### src/rtl/range_maint_engine.sv
module range_maint_engine #(
  parameter int unsigned AW       = 64,
  parameter int unsigned GRAN_LG  = 7,
  parameter logic [63:0] OWN_BASE = 64'h0000_0000_0000_1000,
  parameter logic [63:0] OWN_LIMIT = 64'h0000_0000_0000_1FFF,
  parameter logic [15:0] OFS_CTRL = 16'h5004,
  parameter logic [15:0] OFS_SLO  = 16'h5008,
  parameter logic [15:0] OFS_SHI  = 16'h500C,
  parameter logic [15:0] OFS_LLO  = 16'h5010,
  parameter logic [15:0] OFS_LHI  = 16'h5014
) (
  input  logic        clk,
  input  logic        rst_n,
  input  logic        reg_wr,
  input  logic [15:0] reg_addr,
  input  logic [31:0] reg_wdata,
  output logic [31:0] reg_rdata,
  output logic        mreq_valid,
  output logic [63:0] mreq_addr,
  input  logic        mreq_ack
);
  localparam int unsigned GW = AW - GRAN_LG;
  localparam logic [1:0] TYPE_CLEAN_INV = 2'd1;

  logic [AW-1:0] start_q, len_q;
  logic          busy, op_range;
  logic [1:0]    op_type;
  logic [GW-1:0] cur_g, last_g;

  logic [AW:0]   end_sum;
  logic [GW-1:0] end_g;
  logic [AW-1:0] cur_addr;
  logic          ctl_hit, go, owned, step, at_end;

  assign ctl_hit  = reg_wr && !busy && (reg_addr == OFS_CTRL);
  assign go       = ctl_hit && reg_wdata[0] && reg_wdata[1] && (reg_wdata[3:2] == TYPE_CLEAN_INV);
  assign end_sum  = {1'b0, start_q} + {1'b0, len_q};
  assign end_g    = end_sum[AW] ? {GW{1'b1}} : end_sum[AW-1:GRAN_LG];
  assign cur_addr = {cur_g, {GRAN_LG{1'b0}}};
  assign owned    = (cur_addr >= OWN_BASE) && (cur_addr <= OWN_LIMIT);
  assign step     = busy && (!owned || mreq_ack);
  assign at_end   = (cur_g == last_g);

  assign mreq_valid = busy && owned;
  assign mreq_addr  = cur_addr;

  always_ff @(posedge clk or negedge rst_n) begin
    if (!rst_n) begin
      start_q  <= '0;
      len_q    <= '0;
      busy     <= 1'b0;
      op_range <= 1'b0;
      op_type  <= '0;
      cur_g    <= '0;
      last_g   <= '0;
    end else begin
      if (reg_wr && !busy) begin
        case (reg_addr)
          OFS_SLO: start_q[31:0]  <= reg_wdata;
          OFS_SHI: start_q[63:32] <= reg_wdata;
          OFS_LLO: len_q[31:0]    <= reg_wdata;
          OFS_LHI: len_q[63:32]   <= reg_wdata;
          default: ;
        endcase
      end
      if (ctl_hit) begin
        op_range <= reg_wdata[1];
        op_type  <= reg_wdata[3:2];
      end
      if (go) begin
        busy   <= 1'b1;
        cur_g  <= start_q[AW-1:GRAN_LG];
        last_g <= end_g;
      end else if (step) begin
        if (at_end) busy <= 1'b0;
        else        cur_g <= cur_g + 1'b1;
      end
    end
  end

  always_comb begin
    case (reg_addr)
      OFS_CTRL: reg_rdata = {28'd0, op_type, op_range, busy};
      OFS_SLO:  reg_rdata = start_q[31:0];
      OFS_SHI:  reg_rdata = start_q[63:32];
      OFS_LLO:  reg_rdata = len_q[31:0];
      OFS_LHI:  reg_rdata = len_q[63:32];
      default:  reg_rdata = '0;
    endcase
  end
endmodule

### config.mk
export PLATFORM = sky130hd
export DESIGN_NAME = range_maint_engine
export DESIGN_NICKNAME = d
export VERILOG_FILES = /design/src/rtl/range_maint_engine.sv
export SDC_FILE = /design/constraint.sdc
export NUM_CORES = 1
export LEC_CHECK = 0
export BUFFER_PORTS_ARGS = -buffer_cell sky130_fd_sc_hd__clkbuf_2
export CORE_ASPECT_RATIO = 1.1
export CORE_MARGIN = 2
export CORE_UTILIZATION = 50
export CTS_CLUSTER_DIAMETER = 100
export DETAILED_ROUTE_END_ITERATION = 8
export PLACE_DENSITY = 0.68
export SLEW_MARGIN = 20
export SYNTH_ARGS = -nofsm -noshare
export SYNTH_HDL_FRONTEND = slang
export SYNTH_SLANG_ARGS = --single-unit
### constraint.sdc
create_clock -name clk -period 6.6 [get_ports clk]
set_clock_uncertainty 0.05 [all_clocks]
set_input_delay 0.99 -clock clk [delete_from_list [all_inputs] [get_ports clk]]
set_output_delay 0.99 -clock clk [all_outputs]
set_load 0.01 [all_outputs]
# Word-level counts from Yosys, hierarchy flattened
# Index checks and enable logic that the tools add are counted.
# classes
muxes	8
addsub	2
reduce_logical	19
order_cmp	2
n_eq_ne	8
# ops
op	n
2-to-1 mux 57 bit	4
one-hot mux 32 bit (5 select lines)	1
equality test 16 x 15 -> 1 bit (second input constant)	5
adder 64 x 64 -> 65 bit	1
greater-or-equal comparator 64 x 13 -> 1 bit (second input constant)	1
<= comparator 64 x 13 -> 1 bit (second input constant)	1
adder 57 x 1 -> 57 bit (second input constant)	1
equality test 57 bit	1
AND reduction 2 bit	6
logical AND 1 bit	8
nonzero test 2 bit	2
2-to-1 mux 1 bit	3
equality test 2 x 1 -> 1 bit (second input constant)	1
logical NOT 1 bit	2
!= test 2 bit (second input constant)	1
logical OR 1 bit	1
# word_totals
output_inout_bits	97
wordCells	48
register_bits	246
in_bits	52

# Longest topological paths before layout
# Gate-level depths: netlist of the first run.
# depth
word_depth	8
ltp_mapped	15
ltp_nobuf	12

# Least setup slack after synthesis of the first run
# OpenSTA, ideal clock, no wires.
# synth_path
path_kind	input port to output port
from	input reg_addr[6]
to	output reg_rdata[0]
n_path_buf	3
setup_slack_ns	2.311
required_ns	5.560
t_arrival_ns	3.249
stages	10
path_cell_list	or4b_1 nor4_1 nand4b_1 or2_1 buf_2 nor2_1 clkbuf_1 clkbuf_1 a22oi_1 o21ai_0
# synth_between
elab_chain_cells	2
elab_cells_between_ends	6
classes_between	eq/ne: 5; mux: 1
# synth_lines
element	line_no	rtl
from (decl)	15	input logic [15:0] reg_addr,
equality test 16 x 15 -> 1 bit	82	case (reg_addr)
one-hot mux 32 bit (5 select lines) (*)	82	
to (decl)	17	output logic [31:0] reg_rdata,
# Every way passes the cells marked *; elsewhere a longest branch is shown, timed or not.

# Final worst setup path of the first run
# layout_path
from	input reg_addr[6]
to	output reg_rdata[26]
# Same word-level chain as after synthesis.

==> impl_metrics.toml, run 1 <==
[status]
outcome = "completed"

[detailed_routing]
route.detailed.drc = 0
wl_met2_um = 20370
wl_met3_um = 4292
wl_per_cell_um = 23.31
num_vias = 12741
wl_met1_um = 21840
routed_via_density = 6.227
firstDrtPassIters = 8
antenna_left = 0
drtIter0Drc = 1290
routed_wl_um = 47700
maxUsedRoutingLayer = "met4"

[critical_path]
path_class = "in2out"
end_kind = "output pin"
cp_max_fo = 22
cp_slowest_cell = "or4b_1"
cp_common_cell = "clkbuf_2"
worst-path-buf-inv = 4
crit_path_max_incr_delay_ps = 520
cp_cell_sequence = "clkbuf_2 -> or4b_1 -> nor4_1 -> nand4b_1 -> or2_1 -> nor3_2 -> buf_4 -> a222oi_1 -> inv_1 -> clkbuf_2"
crit_required_ps = 5560
crit_family = "simple AND/OR/NAND/NOR gates"
cp.arrival_ps = 3690
critPathLaunchType = "primary input"

[sta]
finalSetupViolCount = 0
fin_crit_ps = 4734
setup_tns_ps = 0
maxSlewViolCount = 0
max_freq_mhz = 211.2
relSlewSlack_pct = 36.79
rsz0062_at_grt = "false"
fin_crit_sh_pct = 71.73
holdWs_ps = 366.9
worst_pin_slew_ps = 943.1
hold_viol = 0

[clock_network]
cts_buffers = 28
clock_latency_ps = 560
tritoncts = "yes"
cts_max_path_buffers = 3
cts.sinks = 246
clkSlewWorstSetupHoldPaths_ps = 60
post_cts_resized = 0
htreeDepth = 1
post_cts_buffers = 0
root_buffer = "clkbuf_16"
holdBufCountCts = 0

[global_route]
grt_max_degree = 156
grt_pass1_vias = 12167
grt_pass1_wl_um = 72390
grtUsageTotal_pct = 30.23
overflow = 0
antenna_found_initial = 2

[power]
ir_drop_mv = 0.1912
power.share.clock_pct = 51.2
p_int_w = 0.002531
seqPwrFrac_pct = 46.7
power_density_nw_per_um2 = 190.9
p_leak_nw = 8.659
p_switching_w = 0.0007034
comb_power_share_pct = 2.1
swShare_pct = 21.74

[floorplan]
start_util_pct = 50.82
io_pins = 149
dieArea_sq_um = 31450
die_x_um = 169.3
std_cell_rows = 66
core-area_sq_um = 29560
die_height_um = 185.8

[yosys]
synth.yosys.seq_area_share_pct = 40.97
ys.flop_type = "dfrtp_1"
ys_types = 69
synth.area.top_cells = "dfrtp_1, mux2_2, xor2_1"
synth-edff-count = 0
synth_top_area_share_pct = 40.97
yosys_warnings = 0
yosysTopAreaCell = "dfrtp_1"
syn_area_per_cell_sq_um = 9.693
yosysMostFrequentCell = "dfrtp_1"
yosys-top-cells-count = "dfrtp_1, mux2_2, nand2_1, a21oi_1, nor2_1"
ys_ff_latch = 246
synthesis.area_sq_um = 15020
synthCells = 1550
synthArstFlopShare_pct = 100.0

[cells_and_area]
antenna_cells = 0
syn2layout_area_growth_pct = 12.78
final_util_pct = 57.31
fin_nets = 1769
drive_gt1_share_pct = 21.23

[job]
maxCapViolations = 0

[hold_path]
hold_class = "in2async"

[placement]
place.gp.congestion = 0.9696
io_buffers = 141
hpwl_um = 36290
per-layer routing:
layer	track usage, %	vias up
li1	-	5845
met1	46.15	6277
met2	44.38	554
met3	4.699	65
met4	8.376	0
met5	0	-
metrics by stage:
stage,power [W],worst slack [ps],std cells,area [sq um]
floorplan,0.001550,2311,1556,15050
global placement,0.001605,2018,1996,15960
detailed placement,0.001607,1919,1996,15960
CTS,0.003255,1894,2046,16940
global route,0.003328,1621,2046,16940
finish,0.003235,1866,2046,16940
sequential cells by signal, summed over array words and instances, names as in the netlist:
name and flops:
len_q 64, start_q 64, cur_g 57, last_g 57, op_type 2, busy 1
op_range 1
path summary, 6_finish.rpt:
path | from | end | slack [ps] | cells past startpoint
min in group clk | op_type[1] | op_type[1] | 460 | 1
max in group asynchronous | rst_n | cur_g[44] | 4820 | 2
setup reg to reg | start_q[2] | last_g[45] | 2350 | 13
setup / recovery | reg_addr[6] | reg_rdata[26] | 1870 | 10
hold reg to reg | op_type[1] | op_type[1] | 460 | 1
hold / removal | rst_n | len_q[3] | 370 | 1
area by class of cell:
type                            count  area [sq um]
Tap cell                          374         467.9
Clock inverter                     10         140.1
Sequential cell                   246          6156
Multi-Input combinational cell   1169          8300
Inverter                           51         191.4
Timing Repair Buffer              156         840.8
Fill cell                        2671         12620
Clock buffer                       40         847.1
power groups by stage:
stage               clock network [W]   logic, W  registers [W]
floorplan                           0  0.0000135        0.00154
global placement                    0  0.0000687        0.00154
global route                  0.00174  0.0000787        0.00151
CTS                           0.00168  0.0000702        0.00151
detailed placement                  0  0.0000699        0.00154
finish                        0.00166  0.0000683        0.00151
logic make-up after synthesis:
logic type	Yosys count	share of synthesized area (%)
mux	139	10.38
other cells	1	0.02496
buf+inv	141	4.097
fa+ha+maj	65	5.413
xor+xnor	147	8.569
simple gates	419	13.32
compound gates	392	17.22
flops	246	40.97
placed cells by master (no fill, tap or decap), drive strengths merged, types with 10 or more instances in the layout:
cell    count
inv        53
and2       11
nand4      32
a21oi     123
ha         65
clkbuf    180
dfrtp     246
nor4       28
xor2      105
a22o       29
a211oi     15
nand3      32
buf        16
o21ai      82
o21a       10
nand2     126
o22ai      11
a222oi     28
mux2      134
a311oi     10
nor2      115
and3       17
nor3       24
xnor2      42
a21o       35
No activity file was read; power rests on OpenSTA's default activity.
==> run 2: changes to the inputs <==
PLACE_DENSITY = 0.71   (was 0.68)
clock period = 3.95 ns   (was 6.6 ns; I/O delays follow)
==> run 2 against run 1 <==
Effect of this change:
- power grew 64%
- via count grew 4.2%
- sequential share of layout area shrank 0.98 points
- utilization grew 1.6 points
- worst setup slack lost 1700 ps
- sequential power grew 67%
- routed wire length grew 3.6%
- highest routed layer unchanged
==> impl_metrics.toml, run 2 (synthesis results as in run 1) <==
[sta]
max_freq_mhz = 265.2
fin_crit_ps = 3771
finalSetupViolCount = 0
holdWs_ps = 3.446
maxSlewViolCount = 0
rsz0062_at_grt = "false"
worst_slack_ps = 178.5
relSlewSlack_pct = 50.15
worst_pin_slew_ps = 742.0
fin_crit_sh_pct = 95.48
hold_viol = 0
setup_tns_ps = 0

[cells_and_area]
final_cell_mix = "dfrtp_1, clkbuf_2, mux2_2"
drive_gt1_share_pct = 23.87
largestRegisters = "len_q (64), start_q (64)"
fillCellCount = 2614
final_util_pct = 58.90
final_common_cell = "dfrtp_1"
fin_nets = 1820
antenna_cells = 0
syn2layout_area_growth_pct = 15.89

[critical_path]
crit_start = "start_q[25]"
cp_slowest_cell = "or4_1"
reg2reg_to = "last_g[30]"
crit_path_max_incr_delay_ps = 560
path_class = "reg2reg"
critPathLaunchType = "flop"
cp_max_fo = 55
rrSetupSlack_ps = 180
r2r-start = "start_q[25]"
cp_common_cell = "o21a_1"
crit_required_ps = 4350
cp_cell_sequence = "ha_1 -> nand4_1 -> nor2_1 -> nand3_1 -> or4_1 -> o21a_1 -> o21ai_2 -> a31oi_2 -> o21a_1 -> o21a_1 -> buf_12 -> a22oi_1"
cp.arrival_ps = 4170
r2r_cells = 12
end_kind = "flop"
crit_end = "last_g[30]"

[detailed_routing]
firstDrtPassIters = 6
routed_via_density = 6.333
routed_wl_um = 49440
num_vias = 13275
drtIter0Drc = 1366
wl_per_cell_um = 23.59
route.detailed.drc = 0
antenna_left = 0

[hold_path]
hold_class = "in2async"

[placement]
dp_slack_ps = -176.3
place.gp.congestion = 1.068
io_buffers = 141
hpwl_um = 37810

[power]
swShare_pct = 21.38
p_leak_nw = 8.941
p_int_w = 0.004182
power.total_w = 0.005319
seqPwrFrac_pct = 47.4
power_density_nw_per_um2 = 305.5
ir_drop_mv = 0.2761
comb_power_share_pct = 2.3
power.share.clock_pct = 50.3
p_switching_w = 0.001137

[clock_network]
clkSlewWorstSetupHoldPaths_ps = 60
post_cts_buffers = 0
htreeDepth = 1
cts_max_path_buffers = 3
clock_latency_ps = 550
root_buffer = "clkbuf_16"
holdBufCountCts = 0
cts_buffers = 27
cts.sinks = 246
tritoncts = "yes"

[floorplan]
io_pins = 149
die_x_um = 169.3
core-area_sq_um = 29560
std_cell_rows = 66
start_util_pct = 50.82
dieArea_sq_um = 31450
die_height_um = 185.8

[job]
maxCapViolations = 0

[global_route]
grt_pass1_wl_um = 75000
antenna_found_initial = 0
grtUsageTotal_pct = 31.23
grt_max_degree = 88
overflow = 0
grt_pass1_vias = 12596

[status]
outcome = "completed"
-- run 2: area by class of cell --
type | instances | area, sq um | area share, %
Multi-Input combinational cell | 1169 | 8353 | 47.97
Sequential cell | 246 | 6156 | 35.35
Timing Repair Buffer | 208 | 1306 | 7.502
Clock buffer | 33 | 728.2 | 4.182
Tap cell | 374 | 467.9 | 2.688
Clock inverter | 15 | 209.0 | 1.200
Inverter | 51 | 191.4 | 1.099
-- run 2: routing by layer --
layer	vias up	wire length (um)	track usage [%]
li1	5934	-	-
met1	6539	21760	46.92
met2	732	21340	47.17
met3	70	5221	4.805
met4	0	1118	7.932
met5	-	0	0
-- run 2: power by group through the flow --
stage	logic [W]	clock network, W	registers, W
after detailed placement	0.000123	0	0.00257
after CTS	0.000124	0.00270	0.00252
final	0.000121	0.00268	0.00252
after global routing	0.000137	0.00281	0.00252
after floorplan	0.0000226	0	0.00257
after global placement	0.000121	0	0.00257
-- run 2: stage by stage --
step,cells,cell area [sq um]
after floorplan,1556,15050
after global routing,2096,17410
after global placement,2048,16420
final,2096,17410
after detailed placement,2048,16420
after CTS,2096,17370
-- run 2: worst min path at each step --
stage | startpoint | endpoint | slack [ps] | cells past startpoint
floorplan | rst_n | busy | 250 | 0
global placement | op_range | op_range | 440 | 1
detailed placement | op_type[1] | op_type[1] | 450 | 1
CTS | rst_n | start_q[10] | 40 | 1
global route | rst_n | start_q[44] | 60 | 1
finish | rst_n | len_q[3] | 3 | 1
-- run 2: what timing repair did --
item / 4_1_cts / 5_1_grt
pin swaps: 0 / 1
endpoints found under the setup margin: 4 / 55
resized for setup: 3 / 6
-- run 2: critical path, delay by kind of cell (launching register included) --
family | cells | cell delay [ps]
AOI/OAI and AO/OA | 6 | 1320
and+or+nand+nor | 4 | 1110
DFF | 1 | 490
adders and majority gates | 1 | 480
buffers and inverters | 1 | 200
